**src/rtl/fit_pkg.sv**
```systemverilog
package fit_pkg;

    typedef enum logic {
        MODE_PLAIN    = 1'b0,
        MODE_EXTENDED = 1'b1
    } fit_mode_e;

    localparam logic [1:0] GENE_PIN_ZERO = 2'b00;
    localparam logic [1:0] GENE_PIN_ONE  = 2'b01;

endpackage

```
**src/rtl/fit_gene_rewrite.sv**
```systemverilog
module fit_gene_rewrite #(
    parameter int WORD_W = 32
) (
    input  logic                  en_i,
    input  logic [WORD_W-1:0]     des_i,
    input  logic [WORD_W-1:0]     mask_i,
    input  logic [2*WORD_W-1:0]   gene_i,
    output logic [WORD_W-1:0]     des_o,
    output logic [WORD_W-1:0]     mask_o
);
    import fit_pkg::*;

    for (genvar k = 0; k < WORD_W; k++) begin : g_row
        logic [1:0] code;
        assign code = gene_i[2*k +: 2];

        always_comb begin
            des_o[k]  = des_i[k];
            mask_o[k] = mask_i[k];
            if (en_i && !mask_i[k]) begin
                if (code == GENE_PIN_ZERO) begin
                    des_o[k]  = 1'b0;
                    mask_o[k] = 1'b1;
                end else if (code == GENE_PIN_ONE) begin
                    des_o[k]  = 1'b1;
                    mask_o[k] = 1'b1;
                end
            end
        end

        // a specified entry passes through untouched
        always_comb begin
            if (mask_i[k]) begin
                p_defined_kept_r4: assert (mask_o[k] && (des_o[k] == des_i[k]));
            end
        end
    end

endmodule

```
**src/rtl/fit_match.sv**
```systemverilog
module fit_match #(
    parameter int WORD_W = 32
) (
    input  logic [WORD_W-1:0] act_i,
    input  logic [WORD_W-1:0] des_i,
    input  logic [WORD_W-1:0] mask_i,
    output logic [WORD_W-1:0] hit_o
);
    logic [WORD_W-1:0] act_m;
    logic [WORD_W-1:0] des_m;

    always_comb begin
        act_m = act_i & mask_i;
        des_m = des_i & mask_i;
        hit_o = ~(act_m ^ des_m);
    end

    // a mismatch can only be reported at a specified entry
    always_comb begin
        p_open_hit_r1: assert ((~hit_o & ~mask_i) == '0);
    end

endmodule

```
**src/rtl/fit_popcount.sv**
```systemverilog
module fit_popcount #(
    parameter int WORD_W = 32,
    localparam int CNT_W = $clog2(WORD_W + 1)
) (
    input  logic [WORD_W-1:0] bits_i,
    output logic [CNT_W-1:0]  count_o
);
    localparam int LEAVES = 1 << $clog2(WORD_W);
    localparam int LEVELS = $clog2(LEAVES);

    logic [CNT_W-1:0] node [LEVELS+1][LEAVES];

    for (genvar i = 0; i < LEAVES; i++) begin : g_leaf
        if (i < WORD_W) begin : g_real
            assign node[0][i] = CNT_W'(bits_i[i]);
        end else begin : g_pad
            assign node[0][i] = '0;
        end
    end

    for (genvar l = 0; l < LEVELS; l++) begin : g_lvl
        for (genvar j = 0; j < LEAVES; j++) begin : g_node
            if (j < (LEAVES >> (l + 1))) begin : g_add
                assign node[l+1][j] = node[l][2*j] + node[l][2*j+1];
            end else begin : g_zero
                assign node[l+1][j] = '0;
            end
        end
    end

    assign count_o = node[LEVELS][0];

endmodule

```
**src/rtl/fit_scorer.sv**
```systemverilog
module fit_scorer #(
    parameter int WORD_W    = 32,
    parameter int MAX_WORDS = 1024,
    localparam int POP_W    = $clog2(WORD_W + 1),
    localparam int WCNT_W   = $clog2(MAX_WORDS + 1),
    localparam int SCORE_W  = $clog2(MAX_WORDS * WORD_W + 1)
) (
    input  logic                 clk,
    input  logic                 rst_n,
    input  logic                 mode_i,
    input  logic                 start_i,
    input  logic                 word_valid_i,
    input  logic                 word_last_i,
    input  logic [WORD_W-1:0]    act_i,
    input  logic [WORD_W-1:0]    des_i,
    input  logic [WORD_W-1:0]    mask_i,
    input  logic [2*WORD_W-1:0]  gene_i,
    output logic [SCORE_W-1:0]   score_o,
    output logic                 perfect_o,
    output logic                 done_o
);
    import fit_pkg::*;

    typedef struct packed {
        logic [SCORE_W-1:0] acc;
        logic [WCNT_W-1:0]  words;
        logic [SCORE_W-1:0] score;
        logic               perfect;
        logic               done;
    } state_t;

    state_t state_d, state_q;

    fit_mode_e         mode;
    logic [WORD_W-1:0] des_eff;
    logic [WORD_W-1:0] mask_eff;
    logic [WORD_W-1:0] hit;
    logic [POP_W-1:0]  word_score;

    assign mode = fit_mode_e'(mode_i);

    fit_gene_rewrite #(.WORD_W(WORD_W)) u_rewrite (
        .en_i   (mode == MODE_EXTENDED),
        .des_i  (des_i),
        .mask_i (mask_i),
        .gene_i (gene_i),
        .des_o  (des_eff),
        .mask_o (mask_eff)
    );

    fit_match #(.WORD_W(WORD_W)) u_match (
        .act_i  (act_i),
        .des_i  (des_eff),
        .mask_i (mask_eff),
        .hit_o  (hit)
    );

    fit_popcount #(.WORD_W(WORD_W)) u_pop (
        .bits_i  (bits_in_pop()),
        .count_o (word_score)
    );

    function automatic logic [WORD_W-1:0] bits_in_pop();
        return hit;
    endfunction

    always_comb begin
        logic [SCORE_W-1:0] acc_base;
        logic [WCNT_W-1:0]  words_base;
        logic [SCORE_W-1:0] full;

        state_d      = state_q;
        state_d.done = 1'b0;
        acc_base     = start_i ? '0 : state_q.acc;
        words_base   = start_i ? '0 : state_q.words;
        state_d.acc   = acc_base;
        state_d.words = words_base;
        full          = '0;

        if (word_valid_i) begin
            state_d.acc   = acc_base + SCORE_W'(word_score);
            state_d.words = words_base + 1'b1;
            if (word_last_i) begin
                full            = SCORE_W'(state_d.words) * SCORE_W'(WORD_W);
                state_d.score   = state_d.acc;
                state_d.perfect = (state_d.acc == full);
                state_d.done    = 1'b1;
            end
        end
    end

    always_ff @(posedge clk or negedge rst_n) begin
        if (!rst_n) begin
            state_q <= '0;
        end else begin
            state_q <= state_d;
        end
    end

    assign score_o   = state_q.score;
    assign perfect_o = state_q.perfect;
    assign done_o    = state_q.done;

    // a lone start empties the running total
    p_start_clears_r5: assert property (@(posedge clk) disable iff (!rst_n)
        (start_i && !word_valid_i) |=> (state_q.acc == '0));

    // idle cycles leave the total alone
    p_idle_hold_r6: assert property (@(posedge clk) disable iff (!rst_n)
        (!start_i && !word_valid_i) |=> $stable(state_q.acc));

    // done follows a closing word
    p_done_after_last_r7: assert property (@(posedge clk) disable iff (!rst_n)
        (word_valid_i && word_last_i) |=> done_o);

    // no done and a steady result without a closing word
    p_result_hold_r7: assert property (@(posedge clk) disable iff (!rst_n)
        !(word_valid_i && word_last_i) |=> (!done_o && $stable(score_o) && $stable(perfect_o)));

    // the total never exceeds the words taken times the word width
    p_total_bound_r8: assert property (@(posedge clk) disable iff (!rst_n)
        (state_q.acc <= SCORE_W'(state_q.words) * SCORE_W'(WORD_W)));

endmodule

```
**config.mk**
```make
export PLATFORM = sky130hd
export DESIGN_NAME = fit_scorer
export DESIGN_NICKNAME = d
export VERILOG_FILES = /design/src/rtl/fit_pkg.sv /design/src/rtl/fit_gene_rewrite.sv /design/src/rtl/fit_match.sv /design/src/rtl/fit_popcount.sv /design/src/rtl/fit_scorer.sv
export SDC_FILE = /design/constraint.sdc
export NUM_CORES = 1
export LEC_CHECK = 0
export BUFFER_PORTS_ARGS = -buffer_cell sky130_fd_sc_hd__buf_2
export CAP_MARGIN = 20
export CORE_UTILIZATION = 35
export CTS_CLUSTER_DIAMETER = 60
export DETAILED_ROUTE_END_ITERATION = 12
export PLACE_DENSITY = 0.58
export SLEW_MARGIN = 10
export SYNTH_ARGS = -nofsm -noshare
export SYNTH_HDL_FRONTEND = slang
export SYNTH_SLANG_ARGS = --single-unit
```
**constraint.sdc**
```tcl
create_clock -name clk -period 3.5 [get_ports clk]
set_input_delay 0.175 -clock clk [delete_from_list [all_inputs] [get_ports clk]]
set_output_delay 0.175 -clock clk [all_outputs]
set_load 0.1 [all_outputs]
```
Word level (Yosys, flattened, before mapping)
Cells that the tools add are included.
Storage, ports and cells
  bits in registers: 45
  bits of input ports: 166
  output and inout bits: 18
  logic and storage cells: 368
Cells by class
  add/subtract/negate cells: 33
  equal/unequal tests: 33
  multiplexer cells: 196
  bitwise gates (word level): 4
  reductions and logical operators: 97
Operator list (number)
  $mux W1: 192
  $add A6 B6 Y6: 15
  $and A32 B32 Y32: 2
  $eq A2 B1 Y1 const B: 32
  $logic_not A2 Y1: 32
  $mux W45: 1
  $add A1 B1 Y2: 16
  $logic_and A1 B1 Y1: 32
  $logic_not A1 Y1: 32
  $not A32 Y32: 1
  $xor A32 B32 Y32: 1
  $mux W18: 1
  $add A16 B6 Y16: 1
  $eq A16 B16 Y1: 1
  $mux W16: 1
  $add A11 B1 Y11 const B: 1
  $mux W11: 1
  $reduce_and A2 Y1: 1

Logic depth before layout (Yosys ltp)
  depth after elaboration: 16
  mapped depth: 27
  gate-level depth less buffers: 27

Cells and area by module
From an unflattened synthesis, not the netlist that was laid out.
Second synthesis, totals
  cell total of the unflattened synthesis: 611
  area total of the unflattened synthesis: 5426.5 µm²
By module, submodules not included
  fit_scorer: instances 1, cells an instance 325, area each 3005.4 µm², sequential area each 1126.1 µm²
  fit_gene_rewrite: instances 1, cells an instance 134, area each 1116.1 µm², sequential area each 0.0 µm²
  fit_popcount: instances 1, cells an instance 88, area each 904.6 µm², sequential area each 0.0 µm²
  fit_match: instances 1, cells an instance 64, area each 400.4 µm², sequential area each 0.0 µm²

Worst setup path before layout
OpenSTA, ideal clock, no wires.
  path type: in2reg
  from: in mode_i
  to: reg state_q, in the netlist perfect_o
  library setup time: 0.136 ns
  data arrival time: 6.237 ns
  required time: 3.364 ns
  setup slack: -2.874 ns
  stages on the path: 25
  buffers on the path: 1
  cell sequence: clkbuf_1 -> nor4b_1 -> a21oi_1 -> ha_1 -> fa_1 -> inv_1 -> fa_1 -> inv_1 -> fa_1 -> fa_1 -> inv_1 -> fa_1 -> inv_1 -> ha_1 -> a21o_1 -> a21oi_1 -> xnor2_1 -> ha_1 -> a21o_1 -> a221oi_2 -> o21ai_0 -> and2_1 -> and4_1 -> a2111oi_2 -> a211oi_2
On the way
  cells in the longest elaborated chain, start to end: 12
  elaborated cells between the ends (all ways): 133
  classes of those cells: add/sub: 32; eq/ne: 1; mux: 64; bitwise: 4; reduce/logical: 32
Ends and longest elaborated chain
  start, declared: line fit_scorer.sv:10  | input logic mode_i,
  $logic_and A1 B1 Y1: line fit_gene_rewrite.sv:20  | if (en_i && !mask_i[k]) begin
  $mux W1: line fit_gene_rewrite.sv:20
  $and A32 B32 Y32 (on tied branches): line fit_match.sv:13, fit_match.sv:14
  $xor A32 B32 Y32 (*): line fit_match.sv:15  | hit_o = ~(act_m ^ des_m);
  $not A32 Y32 (*): line fit_match.sv:15
  $add A1 B1 Y2: line fit_popcount.sv:24  | assign node[l+1][j] = node[l][2*j] + node[l][2*j+1];
  $add A6 B6 Y6 (3 in a row): line fit_popcount.sv:24
  $add A6 B6 Y6 (*): line fit_popcount.sv:24
  $add A16 B6 Y16 (*): line fit_scorer.sv:81  | state_d.acc = acc_base + SCORE_W'(word_score);
  $eq A16 B16 Y1 (*): line fit_scorer.sv:86  | state_d.perfect = (state_d.acc == full);
  end signal, assigned: line fit_scorer.sv:96  | state_q <= state_d;
  end, declared: line fit_scorer.sv:32  | state_t state_d, state_q;
Every way passes the cells marked *; elsewhere a longest branch is shown, timed or not.
A chain may end at the register's enable or synchronous reset.

Final worst setup path
  from: in act_i[3]
  to: reg state_q, in the netlist perfect_o
On the way
  cells in the longest elaborated chain, start to end: 10
Ends and longest elaborated chain
  start, declared: line fit_scorer.sv:14  | input logic [WORD_W-1:0] act_i,
  $and A32 B32 Y32: line fit_match.sv:13  | act_m = act_i & mask_i;
  $xor A32 B32 Y32: line fit_match.sv:15
  $not A32 Y32: line fit_match.sv:15
  $add A1 B1 Y2: line fit_popcount.sv:24
  $add A6 B6 Y6 (4 in a row): line fit_popcount.sv:24
  $add A16 B6 Y16: line fit_scorer.sv:81
  $eq A16 B16 Y1: line fit_scorer.sv:86
Every way passes these cells.

==> impl_metrics.ini <==
[outcome]
run_status = complete, but fails checks
violations = setup timing

[synth]
ys_types = 57
synthCells = 567
syn-cell-area_mm2 = 0.005131
synth_edf_count = 0
synth_ff_type = dfrtp_1
synth-async-reset-ratio = 1.000
syn-num-nets = 791
ys_seq_elements = 45
ys_seq_area_frac = 0.2195
avgSynthCellArea_um2 = 9.050
yosys_warnings = 0

[min_path]
hp-start = start_i
hp-class = input pin to flip-flop

[critical_path]
cp_top_family = adder cells
crit_arrival_ns = 6.42
slowest_delay_ns = 0.57
cp-end-kind = flip-flop
crit_start = act_i[3]
crit_fanout = 6
reg2reg_from = state_q[29]
critPathBufInv = 6
worstSetupPathType = input pin to flip-flop
required_ns = 3.67
critPathLaunchType = input pin
crit_slowest_cell = fa_2

[layout]
final_net_count = 1043
antenna_cells = 0
final_cell_mix = 171 x buf_2, 61 x buf_4, 45 x dfrtp_1
drive_above_1_share = 0.5159
post-route-cell-area_mm2 = 0.007933
syn_to_final_growth_pct = 54.60
final_common_cell = buf_2

[floorplan]
start_util = 0.3640
die_area_mm2 = 0.01515
num_rows = 43
io_pins = 184
coreArea_mm2 = 0.01410
die-width_um = 123.1
die_h_um = 123.1

[job]
maxCapViolations = 0

[place]
numPortBuffers = 183
place_area_mm2 = 0.006792
hpwl_um = 11120
pre_cts_slack_ns = -3.106
place_congestion = 0.8335

[route]
viasPerCell = 4.938
met3_length_um = 694
met2_length_um = 7780
drc_errors = 0
routed_wl_um = 14710
antenna_left = 0
top_layer = met4
drt_iter0_markers = 190
vias = 4938
wl_per_cell_um = 14.71
wl_met1_um = 5996
drt_pass1_iterations = 4

[sta]
finalSetupTns_ns = -63.75
holdWs_ns = 0.3516
period_share = 1.785
rsz0062_at_grt = true
hold_viol_final = 0
drv_slew = 0
slew_headroom = 0.5299
skew_ns = 0.008005
fmax_mhz = 160.0
period_needed_ns = 6.249
layout_setup_ws_ns = -2.749
worstMarginPinSlew_ns = 0.6998
finalSetupViolCount = 33

[global_route]
gr-usage-all-layers = 0.1966
antenna_found_initial = 0
overflow = 0
grt_pass1_wl_um = 23740
grt_pass1_vias = 5188
grt_max_degree = 46

[clock_tree]
clockBufferDepth = 2
clockRootBuffer = clkbuf_16
clock-sinks = 45
worst_setup_hold_path_clk_slew_ns = 0.07
htree_levels = 2
cts_buffers = 5
clk_latency_ns = 0.29
cts_tree = built
## registers in the layout, indices dropped and copies added, names as in the netlist
register   cells
state_q       27
score_o       16
done_o         1
perfect_o      1
## metrics by stage
step	utilization	cells
after CTS	0.5389	991
final	0.5628	1000
after global placement	0.4818	965
after floorplan	-	567
after detailed placement	0.4818	965
after global routing	0.5628	1000
## synthesized netlist by cell type (3+ instances only)
| library cell | number | area (um2) |
|---|---|---|
| xnor2_1 | 57 | 499.2 |
| inv_1 | 55 | 206.5 |
| nand2_1 | 47 | 176.4 |
| xor2_1 | 46 | 402.9 |
| dfrtp_1 | 45 | 1126 |
| a21oi_1 | 43 | 215.2 |
| nor4b_1 | 34 | 297.8 |
| ha_1 | 31 | 387.9 |
| fa_1 | 27 | 540.5 |
| o21ai_0 | 19 | 95.09 |
| nor2_1 | 18 | 67.56 |
| buf_4 | 16 | 120.1 |
| nor2b_1 | 14 | 87.58 |
| clkbuf_1 | 10 | 37.54 |
| nand4_1 | 10 | 62.56 |
| nand3_1 | 9 | 45.04 |
| nor3_1 | 7 | 35.03 |
| mux2_2 | 6 | 67.56 |
| or3_1 | 6 | 37.54 |
| xnor3_1 | 5 | 112.6 |
| a21o_1 | 4 | 30.03 |
| and3_1 | 4 | 25.02 |
| mux2i_1 | 4 | 40.04 |
| nor4_1 | 4 | 25.02 |
| a31oi_1 | 3 | 18.77 |
| and2_1 | 3 | 18.77 |
| buf_2 | 3 | 15.01 |
| nand2b_1 | 3 | 18.77 |
## final cells by class
type | count | area [um2]
clock buffer | 7 | 142.6
inverter | 57 | 214.0
fill | 1235 | 6163
multi-input combinational | 432 | 4334
timing repair buffer | 278 | 1861
tap | 180 | 225.2
sequential | 45 | 1126
clock inverter | 1 | 30.03
## repair_timing
action / 4_1_cts / 5_1_grt
setup endpoints to repair: 33 / 33
hold buffers: 0 / 1
hold endpoints to repair: 0 / 17
buffers inserted: 21 / 9
pin swaps: 42 / 30
gates resized for setup: 113 / 53
## worst paths after layout
kind / to / slack (ns) / cells after the start
worst max-delay path: perfect_o / -2.75 / 25
worst min-delay path: state_q[33] / 0.35 / 4
worst max register to register: perfect_o / 0.55 / 12
worst min register to register: score_o[4] / 0.48 / 2
max in group asynchronous: state_q[30] / 2.63 / 3
min in group asynchronous: score_o[12] / 0.36 / 2
## kinds of logic after synthesis
| logic type | Yosys count | synth area share |
|---|---|---|
| buf+inv | 90 | 0.07876 |
| fa+ha+maj | 58 | 0.1809 |
| simple gates | 168 | 0.1909 |
| compound gates | 87 | 0.1063 |
| mux | 10 | 0.02097 |
| flops | 45 | 0.2195 |
| xor+xnor | 109 | 0.2026 |
## routing by layer
metal | vias up | track usage
met4 | 0 | 0.04895
met5 | - | 0
met3 | 22 | 0.02306
met2 | 164 | 0.3746
li1 | 2424 | -
met1 | 2328 | 0.2316
## worst register-to-register path, cell delays in order, from the launching register on
cell	delay, ns
dfrtp_1	0.37
nor2b_1	0.16
ha_4	0.17
fa_1	0.48
a21o_4	0.28
a221oi_4	0.28
buf_12	0.17
buf_8	0.11
nor2_4	0.04
mux2i_1	0.16
a2111oi_4	0.29
a41oi_2	0.17
a211oi_2	0.18
Power is left out: the tool's default activity adds up to more than one toggle a clock period on the data nets, which glitch-free logic cannot reach.
